==> src/rtl/cs_unit_pkg.sv <==
package cs_unit_pkg;
  localparam int ADDR_W  = 32;
  localparam int PAGE_W  = 8;                 // bits never compared
  localparam int WIN_W   = ADDR_W - PAGE_W;   // compared address bits
  localparam int FC_W    = 3;
  localparam int TMO_W   = 3;
  localparam int CNT_W   = 3;
  localparam logic [TMO_W-1:0] TMO_FAST = '1;

  typedef enum logic [1:0] {
    PW_32A = 2'b00,
    PW_8   = 2'b01,
    PW_16  = 2'b10,
    PW_32B = 2'b11
  } port_w_e;

  typedef struct packed {
    logic [WIN_W-1:0] start;
    logic             enable;
    logic             wprot;
    logic             tmo_hi;
    logic [1:0]       spare;
    logic [FC_W-1:0]  fc;
  } base_word_t;

  typedef struct packed {
    logic [WIN_W-1:0] ignore;
    port_w_e          width;
    logic [1:0]       tmo_lo;
    logic             spare;
    logic [FC_W-1:0]  fc_ignore;
  } mask_word_t;

  // address window compare on the upper bits only
  function automatic logic window_hit(input logic [ADDR_W-1:0] a,
                                      input logic [WIN_W-1:0] start,
                                      input logic [WIN_W-1:0] ignore);
    return ((a[ADDR_W-1:PAGE_W] ^ start) & ~ignore) == '0;
  endfunction

  function automatic logic space_hit(input logic [FC_W-1:0] code,
                                     input logic [FC_W-1:0] want,
                                     input logic [FC_W-1:0] ignore);
    return ((code ^ want) & ~ignore) == '0;
  endfunction

  // active-low acknowledge code for a port width
  function automatic logic [1:0] ack_code(input port_w_e w);
    case (w)
      PW_8:    return 2'b10;
      PW_16:   return 2'b01;
      default: return 2'b00;
    endcase
  endfunction

  // ready once the strobe-cycle count passes the wait count
  function automatic logic ack_ready(input logic [TMO_W-1:0] tmo,
                                     input logic [CNT_W-1:0] cnt);
    return (tmo == TMO_FAST) || (cnt > CNT_W'(tmo));
  endfunction
endpackage

==> src/rtl/cs_channel.sv <==
module cs_channel
  import cs_unit_pkg::*;
(
  input  base_word_t         base_w,
  input  mask_word_t         mask_w,
  input  logic               force_hit,
  input  logic [ADDR_W-1:0]  addr,
  input  logic [FC_W-1:0]    fc,
  input  logic               wr,
  output logic               hit,
  output logic [TMO_W-1:0]   tmo,
  output port_w_e            width
);
  logic addr_ok, fc_ok, wr_ok;

  always_comb begin
    addr_ok = window_hit(addr, base_w.start, mask_w.ignore);
    fc_ok   = space_hit(fc, base_w.fc, mask_w.fc_ignore);
    wr_ok   = !(base_w.wprot && wr);
    hit     = force_hit || (base_w.enable && addr_ok && fc_ok && wr_ok);
    tmo     = {base_w.tmo_hi, mask_w.tmo_lo};
    width   = mask_w.width;
  end
endmodule

==> src/rtl/cs_priority.sv <==
module cs_priority #(
  parameter int N = 4
) (
  input  logic [N-1:0] req,
  output logic [N-1:0] gnt
);
  always_comb begin
    logic taken;
    taken = 1'b0;
    gnt   = '0;
    for (int i = 0; i < N; i++) begin
      if (req[i] && !taken) begin
        gnt[i] = 1'b1;
        taken  = 1'b1;
      end
    end
  end
endmodule

==> src/rtl/cs_wait_counter.sv <==
module cs_wait_counter
  import cs_unit_pkg::*;
(
  input  logic             clk,
  input  logic             rst_n,
  input  logic             strobe,
  output logic [CNT_W-1:0] cnt
);
  always_ff @(posedge clk or negedge rst_n) begin
    if (!rst_n)            cnt <= '0;
    else if (!strobe)      cnt <= '0;
    else if (cnt != '1)    cnt <= cnt + 1'b1;
  end
endmodule

==> src/rtl/chip_select_unit.sv <==
module chip_select_unit
  import cs_unit_pkg::*;
#(
  parameter int NCH  = 4,
  localparam int CH_W = (NCH > 1) ? $clog2(NCH) : 1,
  localparam int RA_W = CH_W + 1
) (
  input  logic              clk,
  input  logic              rst_n,
  input  logic              reg_wr_en,
  input  logic [RA_W-1:0]   reg_addr,
  input  logic [ADDR_W-1:0] reg_wdata,
  input  logic              bus_strobe,
  input  logic [ADDR_W-1:0] bus_addr,
  input  logic [FC_W-1:0]   bus_fc,
  input  logic              bus_write,
  output logic [NCH-1:0]    cs_n,
  output logic [1:0]        dsack_n
);
  base_word_t base_q [NCH];
  mask_word_t mask_q [NCH];
  logic       boot_q;

  logic [CH_W-1:0] wr_ch;
  logic            wr_mask;
  assign wr_ch   = reg_addr[RA_W-1:1];
  assign wr_mask = reg_addr[0];

  // register file and boot-mode flag
  always_ff @(posedge clk or negedge rst_n) begin
    if (!rst_n) begin
      for (int i = 0; i < NCH; i++) begin
        base_q[i] <= '0;
        mask_q[i] <= '0;
      end
      boot_q <= 1'b1;
    end else if (reg_wr_en) begin
      for (int i = 0; i < NCH; i++) begin
        if (wr_ch == CH_W'(i)) begin
          if (wr_mask) mask_q[i] <= mask_word_t'(reg_wdata);
          else         base_q[i] <= base_word_t'(reg_wdata);
        end
      end
      if (!wr_mask && wr_ch == '0) boot_q <= 1'b0;
    end
  end

  // per-channel decode
  logic [NCH-1:0]   ch_hit;
  logic [TMO_W-1:0] ch_tmo   [NCH];
  port_w_e          ch_width [NCH];

  for (genvar g = 0; g < NCH; g++) begin : g_ch
    logic force_w;
    if (g == 0) begin : g_boot
      assign force_w = boot_q;
    end else begin : g_noboot
      assign force_w = 1'b0;
    end
    cs_channel u_ch (
      .base_w    (base_q[g]),
      .mask_w    (mask_q[g]),
      .force_hit (force_w),
      .addr      (bus_addr),
      .fc        (bus_fc),
      .wr        (bus_write),
      .hit       (ch_hit[g]),
      .tmo       (ch_tmo[g]),
      .width     (ch_width[g])
    );
  end

  logic [NCH-1:0] grant;
  cs_priority #(.N(NCH)) u_prio (.req(ch_hit), .gnt(grant));

  logic [CNT_W-1:0] cnt_q;
  cs_wait_counter u_cnt (.clk(clk), .rst_n(rst_n), .strobe(bus_strobe), .cnt(cnt_q));

  // winner's timing and width, named for the checker
  logic [TMO_W-1:0] win_tmo;
  port_w_e          win_width;
  logic             any_hit, win_fast, ack_now;

  always_comb begin
    win_tmo   = '0;
    win_width = PW_32A;
    for (int i = 0; i < NCH; i++) begin
      if (grant[i]) begin
        win_tmo   = ch_tmo[i];
        win_width = ch_width[i];
      end
    end
    any_hit  = |ch_hit;
    win_fast = (win_tmo == TMO_FAST);
    ack_now  = bus_strobe && any_hit && ack_ready(win_tmo, cnt_q);
  end

  assign cs_n    = ~(grant & {NCH{bus_strobe}});
  assign dsack_n = ack_now ? ack_code(win_width) : 2'b11;
endmodule

==> config.mk <==
export PLATFORM = sky130hd
export DESIGN_NAME = chip_select_unit
export DESIGN_NICKNAME = d
export VERILOG_FILES = /design/src/rtl/cs_unit_pkg.sv /design/src/rtl/cs_channel.sv /design/src/rtl/cs_priority.sv /design/src/rtl/cs_wait_counter.sv /design/src/rtl/chip_select_unit.sv
export SDC_FILE = /design/constraint.sdc
export NUM_CORES = 1
export LEC_CHECK = 0
export ABC_AREA = 1
export CELL_PAD_IN_SITES_DETAIL_PLACEMENT = 0
export CELL_PAD_IN_SITES_GLOBAL_PLACEMENT = 1
export CORE_MARGIN = 8
export CORE_UTILIZATION = 47
export DETAILED_ROUTE_END_ITERATION = 10
export PLACE_DENSITY = 0.86
export SYNTH_ARGS = -nofsm -noshare
export SYNTH_HDL_FRONTEND = slang
export SYNTH_SLANG_ARGS = --single-unit
==> constraint.sdc <==
create_clock -name clk -period 4.6 [get_ports clk]
set_input_delay 0.46 -clock clk [delete_from_list [all_inputs] [get_ports clk]]
set_output_delay 0.46 -clock clk [all_outputs]
set_load 0.02 [all_outputs]
==> reports/summary.md <==
## Outcome
• complete, but fails checks — outcome
• negative hold slack — violated checks

## Floorplan
• 0.0250 mm² — area of the core region
• 0.0307 mm² — die area
• 175 µm — die boundary height
• 47.5% — initial core utilization
• 175 µm — Die Width
• 81 — I/O pin cnt
• 58 — count of standard-cell rows

## Layout
• 0.0138 mm² — design area
• 0 — Diodes inserted
• 0.00621 mm² — register area
• 0.00480 mm² — combined area of the multi-input logic cells
• 55.0% — post-layout util
• 2421 — number of fill cells in the layout
• nand2_1 — most common cell after layout, fill and taps aside
• 1953 — count of placed standard cells in the final layout, fillers left out
• 15.9% — area growth from synthesis to layout
• 6.90% — proportion of layout cells with a drive suffix above 1
• nand2_1, dfrtp_1, o21ai_0 — most frequent cells in the layout
• 1683 — number of nets in the layout

## Critical path
• 7 — largest fanout of any net on the critical path
• u_cnt.cnt[1] — capturing point of the worst reg2reg path
• clkdlybuf4s50_1 > nor2_1 > nor2_1 > nand2_1 > nand2_1 > nor2_1 > nand4_1 > nor2_1 > buf_4 > nand3_1 > nand3_2 > inv_1 > ha_1 > nand2_1 > nor2_1 > a211oi_1 > a31oi_1 > o21bai_4 > nand3_1 > clkdlybuf4s50_1 — sequence of cells on the critical path
• 4140 ps — critical path data required time
• 600 ps — max incr delay on CP
• input pin — startpoint type of the worst setup path
• u_cnt.cnt[0] — r2r startpoint
• clkdlybuf4s50_1 — CP max-delay cell
• 5 — FF-to-FF path depth
• output pin — endpoint type of the worst setup path
• 3440 ps — Reg2Reg Setup Slack
• 4 — CP bufs+invs
• 3900 ps — data arrival time at the worst-slack endpoint
• in -> out — category of the critical setup timing path
• buffers and inverters — gate family responsible for the most delay along the worst path
• nor2_1 — dominant cell type by count on the critical path

## Clock network
• 3 — number of buffers between clock root and the deepest sink
• 27 — TritonCTS buffer count
• 248 — CTS sink cnt
• 1 — CTS HTree Levels
• 60 ps — clock transition at the registers of the reported paths
• 0 — # hold bufs at CTS
• clkbuf_16 — clock root buffer
• 540 ps — clock latency on the worst-skew pair
• built — CTS tree

## Timing
• 21 — count of final hold-check violations
• 240 ps — Setup WS post-layout
• 0 — endpoints failing setup
• 4360 ps — Final min period
• 0 — final-report max-slew violation count
• 841 ps — Tightest Pin Transition
• 0 ps — final-layout setup total negative slack
• no — RSZ-0062 raised after global routing
• 94.8% — final worst-path cycle share
• 4.10 ps — Clock Skew
• 43.9% — relative slew slack
• 229 MHz — achievable clock frequency
• -49.1 ps — final hold slack

## Synthesis
• 36 — post-synth cell types
• 7.71 µm² — syn avg cell area
• 1623 — Syn Nets
• 1543 — gate count after technology mapping
• 0.0119 mm² — total standard cell area after synthesis
• 0 — count of warnings emitted by yosys
• 52.2% — sequential fraction of the synthesis area
• 248 — Synth Register Bits

## Route
• 30600 µm — final routed wirelength across all metal layers
• 0 — final antenna-violating net count
• 4 — First-pass DRT Iterations
• 15.7 µm — routed length per placed instance
• 4.98 — via density per instance
• 722 — Iteration-0 DRC Markers
• 9727 — Via Count
• 0 — DRC errors left

## Place
• 1904 — Cells after DPL
• 289 ps — pre-CTS WS
• 0.0129 mm² — total placed instance area
• 0.839 — global placer's final weighted congestion
• 71 — PortBufs
• 20700 µm — placed wire-length estimate

## Global route
• 9151 — via count of the first global-routing pass
• 0 — antenna violations before repair
• 20.3% — aggregate global-route resource usage
• 111 — maximum number of pins on one net before global-route repair
• 49600 µm — global-route wire length before repair
• 0 — grt total ovfl

## Pwr
• 442 mW/mm² — power density over cell area
• 6.87 nW — P_leak
• 6.10 mW — total power
• 0.301 mV — Worst VDD drop

## Run
• 0 — number of maximum-capacitance constraint violations

## Min path
• in -> async — classification of the worst-slack hold path

[logic make-up after synthesis]
logic type / count (synthesis) / synth area share [%]
simple gates: 778 / 27.4
compound gates: 277 / 11.9
flops: 248 / 52.2
buf+inv: 230 / 7.67
xor+xnor: 5 / 0.368
fa+ha+maj: 5 / 0.526
[power by group]
part | internal [mW] | switching [mW]
Sequential | 2.59 | 0.241
Combinational | 0.441 | 0.713
Clock | 1.23 | 0.879
Total | 4.26 | 1.83
[Yosys cell counts]
cell type | count | share of area, %
buf_6 | 4 | 0.38
nand2_4 | 5 | 0.47
nand3_1 | 46 | 1.9
inv_1 | 155 | 4.9
a211oi_1 | 1 | 0.063
nand3_2 | 5 | 0.42
nand3b_1 | 20 | 1.3
buf_2 | 1 | 0.042
nor2_2 | 6 | 0.32
nor2_1 | 148 | 4.7
nand4_1 | 18 | 0.95
nand2_1 | 514 | 16
a21oi_1 | 39 | 1.6
nand3_4 | 1 | 0.15
dfstp_2 | 1 | 0.22
or2_1 | 2 | 0.11
nor3_1 | 1 | 0.042
dfrtp_1 | 247 | 52
clkbuf_1 | 49 | 1.5
xor2_1 | 4 | 0.29
buf_4 | 4 | 0.25
nor4_1 | 2 | 0.11
xnor2_1 | 1 | 0.074
o21ai_0 | 225 | 9.5
a21boi_0 | 2 | 0.13
o21ai_1 | 7 | 0.29
inv_4 | 1 | 0.053
nand2_2 | 1 | 0.053
ha_1 | 5 | 0.53
inv_2 | 16 | 0.50
or2_0 | 4 | 0.21
a31oi_1 | 1 | 0.053
o31ai_1 | 1 | 0.063
nand3b_2 | 1 | 0.095
o21bai_4 | 1 | 0.16
nor2_4 | 4 | 0.38
[sequential cells by signal (all words and copies together) (netlist names)]
register / count
base_q: 120
mask_q: 124
boot_q: 1
u_cnt.cnt: 3
[layout make-up]
cell class,instances,share of cell area [%]
timing repair buffer,89,6.19
clock inverter,10,0.572
multi-input combinational,1065,34.8
sequential,248,45.0
inverter,172,4.70
clock buffer,39,5.67
tap,330,3.00
[repair_timing]
| action | CTS | global route |
|---|---|---|
| gates resized for setup | 0 | 1 |
| setup endpoints to repair | 0 | 2 |
| setup buffers | 0 | 0 |
[how the worst max path moves through the flow]
stage	startpoint	cells past startpoint	endpoint
after global routing	bus_addr[20]	22	dsack_n[1]
after floorplan	bus_fc[2]	20	dsack_n[0]
after detailed placement	bus_addr[12]	22	dsack_n[0]
final	bus_addr[17]	20	dsack_n[0]
after global placement	bus_addr[12]	22	dsack_n[0]
after CTS	bus_addr[20]	22	dsack_n[0]
[metal layers]
| metal | vias up | GRT usage [%] | part of all wire, % |
|---|---|---|---|
| met1 | 4498 | 27.7 | 47 |
| met2 | 194 | 32.4 | 45 |
| li1 | 4971 | - | - |
| met4 | 0 | 6.99 | 3.4 |
| met3 | 64 | 3.54 | 4.7 |
| met5 | - | 0 | 0 |
(Power assumes the default switching activity.)
